File: src/rtl/mdio_pkg.sv
package mdio_pkg;
  localparam int FRAME_LEN = 64;
  localparam int IDX_W     = $clog2(FRAME_LEN);
  localparam int PRE_LEN   = 32;
  localparam int TA_FIRST  = 46;
  localparam int TA_LAST   = 47;
  localparam int DATA_LEN  = 16;
  localparam int ADDR_W    = 5;

  typedef enum logic [1:0] {
    OPC_WRITE = 2'b01,
    OPC_READ  = 2'b10
  } mdio_opc_e;
endpackage

File: src/rtl/mdio_rst_sync.sv
module mdio_rst_sync (
  input  logic clk_i,
  input  logic rst_ni,
  output logic rst_no
);
  logic [1:0] sync_q;

  always_ff @(posedge clk_i or negedge rst_ni) begin
    if (!rst_ni) sync_q <= 2'b00;
    else         sync_q <= {sync_q[0], 1'b1};
  end

  assign rst_no = sync_q[1];
endmodule

File: src/rtl/mdio_clkgen.sv
module mdio_clkgen #(
  parameter int HALF_DIV = 40
) (
  input  logic clk_i,
  input  logic rst_ni,
  input  logic run_i,
  output logic mdc_o,
  output logic rise_o,
  output logic fall_o
);
  localparam int CW = (HALF_DIV > 1) ? $clog2(HALF_DIV) : 1;
  localparam logic [CW-1:0] CNT_MAX = CW'(HALF_DIV - 1);

  logic [CW-1:0] cnt_q, cnt_d;
  logic          mdc_q, mdc_d;
  logic          wrap;

  assign wrap = (cnt_q == CNT_MAX);

  always_comb begin
    cnt_d = '0;
    mdc_d = 1'b0;
    if (run_i) begin
      cnt_d = wrap ? '0 : cnt_q + 1'b1;
      mdc_d = wrap ? ~mdc_q : mdc_q;
    end
  end

  always_ff @(posedge clk_i or negedge rst_ni) begin
    if (!rst_ni) begin
      cnt_q <= '0;
      mdc_q <= 1'b0;
    end else begin
      cnt_q <= cnt_d;
      mdc_q <= mdc_d;
    end
  end

  assign mdc_o  = mdc_q;
  assign rise_o = run_i & wrap & ~mdc_q;
  assign fall_o = run_i & wrap &  mdc_q;

  AST_MDC_IDLE_LOW: assert property (@(posedge clk_i) disable iff (!rst_ni)
    !run_i |-> !mdc_q);
endmodule

File: src/rtl/mdio_frame.sv
module mdio_frame
  import mdio_pkg::*;
#(
  parameter logic [ADDR_W-1:0] DEF_PHY = 5'b00001
) (
  input  logic                clk_i,
  input  logic                rst_ni,
  input  logic                req_i,
  input  logic                rd_i,
  input  logic                addr_ovr_i,
  input  logic [ADDR_W-1:0]   phy_addr_i,
  input  logic [ADDR_W-1:0]   reg_addr_i,
  input  logic [DATA_LEN-1:0] wdata_i,
  input  logic                rise_i,
  input  logic                fall_i,
  input  logic                mdio_i,
  output logic                busy_o,
  output logic                done_o,
  output logic [DATA_LEN-1:0] rdata_o,
  output logic                rd_err_o,
  output logic                mdio_o,
  output logic                mdio_oe_o
);
  localparam logic [IDX_W-1:0] IDX_LAST  = IDX_W'(FRAME_LEN - 1);
  localparam logic [IDX_W-1:0] IDX_REL   = IDX_W'(TA_FIRST - 1);
  localparam logic [IDX_W-1:0] IDX_TA2   = IDX_W'(TA_LAST);
  localparam logic [IDX_W-1:0] IDX_DATA0 = IDX_W'(TA_LAST + 1);

  logic                 busy_q, busy_d, done_q, done_d, rd_q, rd_d;
  logic [IDX_W-1:0]     idx_q, idx_d;
  logic [FRAME_LEN-1:0] sh_q, sh_d;
  logic [ADDR_W-1:0]    phy_q, phy_d;
  logic [DATA_LEN-1:0]  rx_q, rx_d, rdata_q, rdata_d;
  logic                 err_q, err_d, ta_q, ta_d;
  logic                 oe_q, oe_d, out_q, out_d;
  logic                 accept;
  logic [ADDR_W-1:0]    phy_use;
  logic [FRAME_LEN-1:0] frame;
  mdio_opc_e            opc;

  assign accept  = req_i & ~busy_q;
  assign phy_use = addr_ovr_i ? phy_addr_i : phy_q;
  assign opc     = rd_i ? OPC_READ : OPC_WRITE;
  assign frame   = {{PRE_LEN{1'b1}}, 2'b01, opc, phy_use, reg_addr_i,
                    rd_i ? 2'b11 : 2'b10, rd_i ? {DATA_LEN{1'b1}} : wdata_i};

  always_comb begin
    busy_d  = busy_q;
    done_d  = 1'b0;
    rd_d    = rd_q;
    idx_d   = idx_q;
    sh_d    = sh_q;
    phy_d   = phy_q;
    rx_d    = rx_q;
    rdata_d = rdata_q;
    err_d   = err_q;
    ta_d    = ta_q;
    oe_d    = oe_q;
    out_d   = out_q;
    if (accept) begin
      busy_d = 1'b1;
      rd_d   = rd_i;
      idx_d  = '0;
      phy_d  = phy_use;
      out_d  = frame[FRAME_LEN-1];
      sh_d   = {frame[FRAME_LEN-2:0], 1'b0};
      oe_d   = 1'b1;
      ta_d   = 1'b0;
    end else if (busy_q) begin
      if (rise_i && rd_q) begin
        if (idx_q == IDX_TA2)   ta_d = mdio_i;
        if (idx_q >= IDX_DATA0) rx_d = {rx_q[DATA_LEN-2:0], mdio_i};
      end
      if (fall_i) begin
        if (idx_q == IDX_LAST) begin
          busy_d = 1'b0;
          done_d = 1'b1;
          oe_d   = 1'b0;
          out_d  = 1'b1;
          if (rd_q) begin
            rdata_d = rx_q;
            err_d   = ta_q;
          end else begin
            err_d   = 1'b0;
          end
        end else begin
          idx_d = idx_q + 1'b1;
          out_d = sh_q[FRAME_LEN-1];
          sh_d  = {sh_q[FRAME_LEN-2:0], 1'b0};
          if (rd_q && idx_q == IDX_REL) oe_d = 1'b0;
        end
      end
    end
  end

  always_ff @(posedge clk_i or negedge rst_ni) begin
    if (!rst_ni) begin
      busy_q  <= 1'b0;
      done_q  <= 1'b0;
      rd_q    <= 1'b0;
      idx_q   <= '0;
      sh_q    <= '0;
      phy_q   <= DEF_PHY;
      rx_q    <= '0;
      rdata_q <= '0;
      err_q   <= 1'b0;
      ta_q    <= 1'b0;
      oe_q    <= 1'b0;
      out_q   <= 1'b1;
    end else begin
      busy_q  <= busy_d;
      done_q  <= done_d;
      rd_q    <= rd_d;
      idx_q   <= idx_d;
      sh_q    <= sh_d;
      phy_q   <= phy_d;
      rx_q    <= rx_d;
      rdata_q <= rdata_d;
      err_q   <= err_d;
      ta_q    <= ta_d;
      oe_q    <= oe_d;
      out_q   <= out_d;
    end
  end

  assign busy_o    = busy_q;
  assign done_o    = done_q;
  assign rdata_o   = rdata_q;
  assign rd_err_o  = err_q;
  assign mdio_o    = out_q;
  assign mdio_oe_o = oe_q;

  AST_DONE_ONE_CYCLE: assert property (@(posedge clk_i) disable iff (!rst_ni)
    done_q |=> !done_q);
  AST_DONE_AT_BUSY_FALL: assert property (@(posedge clk_i) disable iff (!rst_ni)
    done_q |-> $fell(busy_q));
  AST_DRIVE_ON_FALL: assert property (@(posedge clk_i) disable iff (!rst_ni)
    (busy_q && $past(busy_q) && (!$stable(out_q) || !$stable(oe_q))) |-> $past(fall_i));
  AST_RELEASE_ONLY_READ: assert property (@(posedge clk_i) disable iff (!rst_ni)
    (busy_q && $fell(oe_q)) |-> rd_q);
  AST_BUSY_IGNORES_REQ: assert property (@(posedge clk_i) disable iff (!rst_ni)
    (busy_q && req_i) |=> ($stable(rd_q) && $stable(phy_q)));
endmodule

File: src/rtl/mdio_master.sv
module mdio_master
  import mdio_pkg::*;
#(
  parameter int                HALF_DIV = 40,
  parameter logic [ADDR_W-1:0] DEF_PHY  = 5'b00001
) (
  input  logic        clk_i,
  input  logic        rst_ni,
  input  logic        req_i,
  input  logic        rd_i,
  input  logic        addr_ovr_i,
  input  logic [4:0]  phy_addr_i,
  input  logic [4:0]  reg_addr_i,
  input  logic [15:0] wdata_i,
  output logic        busy_o,
  output logic        done_o,
  output logic [15:0] rdata_o,
  output logic        rd_err_o,
  output logic        mdc_o,
  output logic        mdio_o,
  output logic        mdio_oe_o,
  input  logic        mdio_i
);
  logic rst_n_s, rise, fall, busy;

  mdio_rst_sync i_rst_sync (
    .clk_i  (clk_i),
    .rst_ni (rst_ni),
    .rst_no (rst_n_s)
  );

  mdio_clkgen #(.HALF_DIV(HALF_DIV)) i_clkgen (
    .clk_i  (clk_i),
    .rst_ni (rst_n_s),
    .run_i  (busy),
    .mdc_o  (mdc_o),
    .rise_o (rise),
    .fall_o (fall)
  );

  mdio_frame #(.DEF_PHY(DEF_PHY)) i_frame (
    .clk_i      (clk_i),
    .rst_ni     (rst_n_s),
    .req_i      (req_i),
    .rd_i       (rd_i),
    .addr_ovr_i (addr_ovr_i),
    .phy_addr_i (phy_addr_i),
    .reg_addr_i (reg_addr_i),
    .wdata_i    (wdata_i),
    .rise_i     (rise),
    .fall_i     (fall),
    .mdio_i     (mdio_i),
    .busy_o     (busy),
    .done_o     (done_o),
    .rdata_o    (rdata_o),
    .rd_err_o   (rd_err_o),
    .mdio_o     (mdio_o),
    .mdio_oe_o  (mdio_oe_o)
  );

  assign busy_o = busy;
endmodule

File: config.mk
export PLATFORM = sky130hd
export DESIGN_NAME = mdio_master
export DESIGN_NICKNAME = d
export VERILOG_FILES = /design/src/rtl/mdio_pkg.sv /design/src/rtl/mdio_rst_sync.sv /design/src/rtl/mdio_clkgen.sv /design/src/rtl/mdio_frame.sv /design/src/rtl/mdio_master.sv
export SDC_FILE = /design/constraint.sdc
export NUM_CORES = 1
export LEC_CHECK = 0
export BUFFER_PORTS_ARGS = -buffer_cell sky130_fd_sc_hd__buf_4
export CORE_ASPECT_RATIO = 1.25
export CORE_MARGIN = 3
export CORE_UTILIZATION = 50
export DETAILED_ROUTE_END_ITERATION = 10
export PLACE_DENSITY = 0.7
export SYNTH_ARGS = -nofsm -noshare
export SYNTH_HDL_FRONTEND = slang
export SYNTH_SLANG_ARGS = --single-unit
File: constraint.sdc
create_clock -name clk_i -period 6.7 [get_ports clk_i]
set_clock_uncertainty 0.2 [all_clocks]
set_input_delay 0.335 -clock clk_i [delete_from_list [all_inputs] [get_ports clk_i]]
set_output_delay 0.335 -clock clk_i [all_outputs]
set_load 0.02 [all_outputs]
**Word-level counts from Yosys, hierarchy flattened**

Index checks and enable logic that the tools add are counted.

- $add $sub $neg: 2
- Multipliers: 0
- Div/mod/pow operators: 0
- Order comparisons: 1
- Equality and inequality tests: 6
- Shift operators: 0
- Mux-type cells: 38
- Bitwise logic cells: 7
- Reduce and logical (&&, ||, !) cells: 14

Operators by type and width:

| kind | count |
|---|---|
| 64-bit two-way mux | 4 |
| 6-bit two-way mux | 6 |
| 1-bit two-way mux | 25 |
| 6-bit == test, second input constant | 4 |
| 16-bit two-way mux | 1 |
| 6-bit by 1-bit adder with 6-bit output, second input constant | 2 |
| 3-bit AND reduction | 3 |
| 4-bit AND reduction | 2 |
| 2-bit nonzero test | 4 |
| 6-bit >= comparator, second input constant | 1 |
| 5-bit two-way mux | 1 |
| 5-bit AND reduction | 1 |
| 1-bit AND | 4 |
| 1-bit inverter | 3 |
| 3-bit nonzero test | 1 |
| 1-bit logical AND | 2 |
| 2-bit two-way mux | 1 |
| 2-bit by 1-bit != test with 1-bit output, second input constant | 1 |
| 2-bit != test, second input constant | 1 |
| 2-bit AND reduction | 1 |

- Register bits after elaboration: 123
- Latch bits: 0
- Bits in writable memories: 0
- Memory bits (read-only): 0
- Bits of input ports: 32
- Output and inout port bits: 22
- Logic and storage cells: 83
- Memories: 0

**Logic depth before layout (Yosys ltp)**

Gate-level depths: netlist (run 1).

- Depth in word-level cells: 7
- Gate-level depth with buffers: 7
- Gate-level depth less buffers: 6

**By module**

Synthesis (run 1) repeated with hierarchy kept, for this count alone.

- Cell total of the unflattened synthesis: 471
- Area, all modules: 5,406.4 µm²

By module, submodules not included:

| module | instances | cells an instance | area each (µm²) | sequential area each (µm²) |
|---|---|---|---|---|
| mdio_frame | 1 | 438 | 5,031.1 | 2,830.2 |
| mdio_clkgen | 1 | 30 | 321.6 | 175.2 |
| mdio_rst_sync | 1 | 3 | 53.8 | 50.0 |

**Least setup slack after synthesis (run 1)**

OpenSTA, ideal clock, no wires.

- Path kind: flip-flop to flip-flop
- Start point: register i_clkgen.cnt_q[0]
- End point: register i_frame.rx_q[0]
- Setup time: 0.125 ns
- Arrival: 1.981 ns
- Data required time: 6.375 ns
- Slack: 4.394 ns
- Stages on the path, launching flop included: 8
- Buffers on the path: 2
- Period minus slack after synthesis: 2.306 ns
- Cells stage by stage: dfrtp_1 > ha_1 > and4bb_4 > nand3_4 > or4b_4 > buf_6 > buf_12 > mux2_4

- Cells in the longest elaborated chain, start to end: 5

RTL lines:

| item | line | text |
|---|---|---|
| start, declared | mdio_clkgen.sv:14 | `logic [CW-1:0] cnt_q, cnt_d;` |
| start signal, assigned | mdio_clkgen.sv:34 | `cnt_q <= cnt_d;` |
| 6-bit == test | mdio_clkgen.sv:18 | `assign wrap = (cnt_q == CNT_MAX);` |
| 1-bit AND (2 in a row) | mdio_clkgen.sv:40 | `assign rise_o = run_i & wrap & ~mdc_q;` |
| 1-bit logical AND | mdio_frame.sv:70 | `if (rise_i && rd_q) begin` |
| 4-bit AND reduction (no source line) | -- |  |
| end signal, assigned | mdio_frame.sv:117 | `rx_q <= rx_d;` |
| end, declared | mdio_frame.sv:33 | `logic [DATA_LEN-1:0] rx_q, rx_d, rdata_q, rdata_d;` |

Every way passes these cells.
A chain may end at the register's enable or synchronous reset.

**Worst setup path after layout (run 1)**

- Start point: register i_clkgen.cnt_q[0]
- End point: register i_frame.sh_q[38]

- Cells in the longest elaborated chain, start to end: 5

RTL lines:

| item | line | text |
|---|---|---|
| 6-bit == test | mdio_clkgen.sv:18 |  |
| 1-bit AND (2 in a row) | mdio_clkgen.sv:41 | `assign fall_o = run_i & wrap & mdc_q;` |
| 2-bit nonzero test (no source line) | -- |  |
| 3-bit AND reduction (no source line) | -- |  |
| end signal, assigned | mdio_frame.sv:102 | `sh_q <= '0;` |
| end signal, assigned | mdio_frame.sv:115 | `sh_q <= sh_d;` |
| end, declared | mdio_frame.sv:31 | `logic [FRAME_LEN-1:0] sh_q, sh_d;` |

Every way passes these cells.

==> flow_summary.yaml, run 1 <==
global_route:
  grt_max_degree: 89
  grt_usage_pct: 17.0
  grt_pass1_vias: 3559
  overflow: 0
  grt_antenna_before_repair: 0
  grt_pass1_wl_mm: 16.4
worst_setup_path:
  path_class: "reg -> reg"
  start_kind: "flop"
  worst_ep_required_time_ns: 6.78
  endpoint_kind: "flop"
  path_max_fanout: 40
  arrival_ns: 3.04
clock_network:
  clk_latency_ns: 0.40
  cts_sinks: 122
  path_clk_slew_ns: 0.05
  cts_tree: "yes"
  htreeDepth: 4
  ctsLongestPathBuffers: 2
  ctsResizeCount: 0
  cts_buffers: 17
  cts_setup_buffers: 0
  cts-root-buf: "clkbuf_16"
synth:
  synthCells: 450
  synth_edf_count: 0
  yosysUniqueCellTypes: 45
  synth_nets: 485
  ys_top_cells_by_area: "dfrtp_1 (56%), mux2_2 (14%), nor2_1 (4.8%), mux2i_1 (4.5%), mux2_4 (2.8%)"
  syn_area_per_cell_um2: 11.9
  yosysWarnings: 0
  syn_area_um2: 5350
  ys_seq_area_share_pct: 57.1
  yosysTopAreaCellShare_pct: 56.1
  synth_seq_cells: 122
  synth_ff_type: "dfrtp_1"
  async_flop_share_pct: 100
  synth_top_area_cell: "dfrtp_1"
cells_and_area:
  drive_gt1_share_pct: 32.4
  final_common_cell: "dfrtp_1"
  num_antenna_cells: 0
  finalInstanceArea_um2: 6430
  syn_to_final_growth_pct: 20.2
  layout_common_cells: "dfrtp_1 (119), nor2_1 (68), mux2_2 (65), buf_4 (57), nand2_1 (38)"
  nFillCells: 841
  nNetsFinal: 544
routing:
  vias: 3417
  drc: 0
  vias_per_cell: 5.25
  drt-pass1-iter-count: 4
  routedWlPerCell_um: 14.1
  drt_iter0_markers: 137
  ant_nets: 0
  wl_mm: 9.17
placed_design:
  dp_hpwl_mm: 5.92
  place.gp.congestion: 0.754
  numPortBuffers: 53
  post-place-ws_ns: 3.75
  placed_area_um2: 5810
pwr:
  power_uw: 2030
  p_per_area_nw_per_um2: 315
  peakVddDrop_mv: 0.197
  power_leakage_uw: 0.00323
sta:
  whs_ns: 0.0532
  finalHoldViolCount: 0
  slew_violations: 0
  finalCritPeriodShare_pct: 44.3
  tns_ns: 0
  slew_headroom_pct: 26.5
  finalCriticalPeriod_ns: 2.96
  fin_ws_ns: 3.74
  worstMarginPinSlew_ns: 1.10
  rsz0062_at_grt: "no"
  setup_viol: 0
  fmax_mhz: 337
floorplanning:
  die_h_um: 122
  fp.dieW_um: 98.5
  die_area_um2: 12000
  core_area_um2: 10300
  rows: 41
  start_util_pct: 52.2
  ios: 54
run:
  maxCapViolCount: 0
run_status:
  status: "complete, no violations"
min_path:
  min_path_type: "in -> async"
-- per-stage QoR --
step / cells / util [%]
after floorplan: 450 / -
after global placement: 610 / 56.6
after detailed placement: 610 / 56.6
after CTS: 651 / 62.7
after global routing: 651 / 62.7
final: 651 / 62.7
-- kinds of logic (layout without fill, tap and decap cells) --
group	count (synthesis)	count (layout)	share of synthesized area, %
multiplexers	99	99	21.0
buffers and inverters	47	119	4.09
AND/OR/NAND/NOR	147	147	12.4
adder cells (fa/ha/maj)	3	3	0.702
flip-flops	122	122	57.1
other	1	1	0.0701
XOR/XNOR	5	5	0.818
AO/OA/AOI/OAI	26	26	3.81
-- where the power goes --
group | leakage, µW | total [µW] | switching (µW) | internal, µW
Sequential | 0.00148 | 946 | 81.4 | 865
Combinational | 0.00149 | 267 | 113 | 154
Clock | 0.000262 | 813 | 297 | 516
-- repair_timing --
action                                  CTS  global route
hold buffers                              9             0
hold endpoints to repair                 11             0
endpoints found under the setup margin    0             0
-- synth_stat cells (2+ instances only) --
cell / n
nor2_1: 68
nor3_1: 17
and2_1: 4
xnor2_1: 3
dfstp_2: 2
inv_1: 21
buf_6: 2
buf_2: 9
mux2_2: 65
mux2i_1: 24
and3_1: 4
dfrtp_1: 120
o21ai_0: 6
a221o_1: 7
a21oi_1: 2
mux2_4: 10
xor2_1: 2
ha_1: 3
clkbuf_1: 13
nand3_1: 6
nand2_1: 38
-- flip-flops by register name (all words and copies together), names as in the netlist, 2 cells and up --
register / count
i_frame.sh_q: 63
i_frame.rdata_o: 16
i_frame.rx_q: 16
i_clkgen.cnt_q: 6
i_frame.idx_q: 6
i_frame.phy_q: 5
i_rst_sync.sync_q: 2
-- final cells by class --
type                    instances  area, µm²  share of cell area, %
well taps                     129        161                   2.51
repair buffers                 66        518                   8.05
flip-flops and latches        122       3060                   47.6
clock inverters                 8       71.3                   1.11
clock buffers                  24        462                   7.18
multi-input cells             281       2080                   32.4
inverters                      21       78.8                   1.23
-- critical path, cell delays in order (launching register included) --
cell and delay, ns:
dfrtp_1 0.39, ha_1 0.24, and4bb_4 0.23, nand4_2 0.18, a22o_2 0.58, buf_4 0.58
mux2_2 0.40
-- metal layers --
metal | track usage, % | up-vias | share of wire (%)
met1 | 21.8 | 1689 | 44
met4 | 7.17 | 0 | 2.2
met2 | 27.9 | 74 | 49
met5 | 0 | - | 0
met3 | 4.12 | 18 | 4.6
li1 | - | 1636 | -
-- final timing paths --
check / from / to / slack (ns) / cells past startpoint
worst max-delay path: i_clkgen.cnt_q[0] / i_frame.sh_q[38] / 3.74 / 6
worst min-delay path: rst_ni / i_rst_sync.sync_q[1] / 0.05 / 2
worst max register to register: i_clkgen.cnt_q[0] / i_frame.sh_q[38] / 3.74 / 6
worst min register to register: i_rst_sync.sync_q[1] / i_frame.rx_q[12] / 0.06 / 0
max in group asynchronous: i_rst_sync.sync_q[1] / i_frame.idx_q[2] / 4.79 / 1
min in group clk_i: reg_addr_i[1] / i_frame.sh_q[20] / 0.06 / 4
No activity file was read; power rests on OpenSTA's default activity.
==> run 2, diff against run 1 <==
==> constraint.sdc (replaced) <==
create_clock -name clk_i -period 2.9 [get_ports clk_i]
set_clock_uncertainty 0.2 [all_clocks]
set_input_delay 0.145 -clock clk_i [delete_from_list [all_inputs] [get_ports clk_i]]
set_output_delay 0.145 -clock clk_i [all_outputs]
set_load 0.02 [all_outputs]
==> run 2 against run 1 <==
Compared with the run above:
- utilization grew 3.3 points
- via count grew 3.8%
- first-iteration DRC count shrank 26%
- critical endpoint is now i_frame.sh_q[5]
- largest cell class unchanged
==> flow_summary.yaml, run 2 (synthesized netlist as in run 1, its figures left out) <==
placed_design:
  numPortBuffers: 53
  place.gp.congestion: 0.831
  dp_hpwl_mm: 6.19
  placed_area_um2: 5870
cells_and_area:
  num_antenna_cells: 0
  drive_gt1_share_pct: 32.2
  finalInstanceArea_um2: 6770
  largest_register: "i_frame.sh_q"
  layout_common_cells: "dfrtp_1 (119), nor2_1 (68), mux2_2 (65), buf_4 (60), nand2_1 (38)"
  syn_to_final_growth_pct: 26.5
  final_common_cell: "dfrtp_1"
  largest_reg_flops: 63
  nNetsFinal: 572
  nFillCells: 789
pwr:
  power_leakage_uw: 0.00339
  peakVddDrop_mv: 0.446
  p_per_area_nw_per_um2: 722
worst_setup_path:
  start_kind: "flop"
  endpoint_kind: "flop"
  timing.rr.end: "i_frame.sh_q[5]"
  arrival_ns: 2.78
  reg2reg_slack_ns: 0.21
  path_max_fanout: 41
  crit_end: "i_frame.sh_q[5]"
  crit_start: "i_frame.idx_q[0]"
  reg2reg_from: "i_frame.idx_q[0]"
  worst_r2r_path_depth: 6
  worst_ep_required_time_ns: 2.99
  path_class: "reg -> reg"
sta:
  setup_viol: 0
  slew_violations: 0
  finalCriticalPeriod_ns: 2.69
  slew_headroom_pct: 42.8
  whs_ns: 0.0482
  fmax_mhz: 371
  worstMarginPinSlew_ns: 0.853
  finalHoldViolCount: 0
  rsz0062_at_grt: "no"
  tns_ns: 0
  finalCritPeriodShare_pct: 92.8
floorplanning:
  fp.dieW_um: 98.5
  core_area_um2: 10300
  rows: 41
  start_util_pct: 52.2
  die_h_um: 122
  ios: 54
  die_area_um2: 12000
routing:
  vias_per_cell: 5.23
  drt_iter0_markers: 101
  routedWlPerCell_um: 14.7
  drt-pass1-iter-count: 4
  wl_mm: 9.99
  ant_nets: 0
  vias: 3547
  drc: 0
global_route:
  grt_usage_pct: 18.4
  grt_pass1_wl_mm: 17.5
  grt_pass1_vias: 3754
  grt_max_degree: 69
  grt_antenna_before_repair: 0
  overflow: 0
clock_network:
  ctsLongestPathBuffers: 2
  cts_setup_buffers: 0
  path_clk_slew_ns: 0.05
  cts_sinks: 122
  ctsResizeCount: 0
  htreeDepth: 4
  cts-root-buf: "clkbuf_16"
  clk_latency_ns: 0.41
  cts_buffers: 17
  cts_tree: "yes"
run_status:
  status: "complete, no violations"
run:
  maxCapViolCount: 0
min_path:
  min_path_type: "in -> reg"
  min_path_cells: 4
-- run 2: cell count changes in the layout (fill, tap and decap cells not counted), sizes merged --
cell	previous run	this run
buf	57	62
bufinv	1	2
clkbuf	24	23
clkinv	6	5
dlygate4sd3	9	32
-- run 2: worst max-delay path: stages (launching register included) --
cell	delay, ns
dfrtp_1	0.39
ha_1	0.22
and3_1	0.20
and3_1	0.24
a22o_2	0.58
buf_12	0.33
mux2_2	0.38
-- run 2: worst min-delay path by stage --
stage / end / startpoint
after CTS: i_frame.sh_q[15] / rd_i
final: i_frame.sh_q[7] / rd_i
after detailed placement: i_rst_sync.sync_q[0] / rst_ni
after floorplan: i_rst_sync.sync_q[0] / rst_ni
after global routing: i_frame.sh_q[10] / rd_i
after global placement: i_rst_sync.sync_q[0] / rst_ni
-- run 2: what timing repair did --
action | 4_1_cts | 5_1_grt
hold buffers | 32 | 0
endpoints found under the hold margin | 36 | 0
endpoints found under the setup margin | 0 | 0
-- run 2: through the flow --
step	utilization, %	worst slack, ns	total power (µW)	instances
4_1_cts	66.0	0.214	4950	678
3_3_place_gp	57.2	0.318	2790	615
3_5_place_dp	57.2	0.254	2840	615
2_1_floorplan	-	0.594	2650	450
5_1_grt	66.0	0.0330	5150	678
6_report	66.0	0.208	4890	678
-- run 2: final cells by class --
type                    instances  area, µm²  share of cell area, %
clock buffers                  23        488                   7.21
multi-input cells             281       2080                   30.7
clock inverters                 8       92.6                   1.37
well taps                     129        161                   2.38
inverters                      21       78.8                   1.16
repair buffers                 94        811                   12.0
flip-flops and latches        122       3060                   45.2
-- run 2: routing by layer --
metal | routed length [µm] | GRT usage [%]
met1 | 4360 | 22.1
met2 | 5050 | 31.0
met5 | 0 | 0
met4 | 180 | 7.77
met3 | 399 | 5.15
-- run 2: power breakdown --
part / internal (µW) / switching, µW / total [µW]
combinational: 380 / 275 / 655
clock: 1340 / 702 / 2040
sequential: 2000 / 193 / 2190
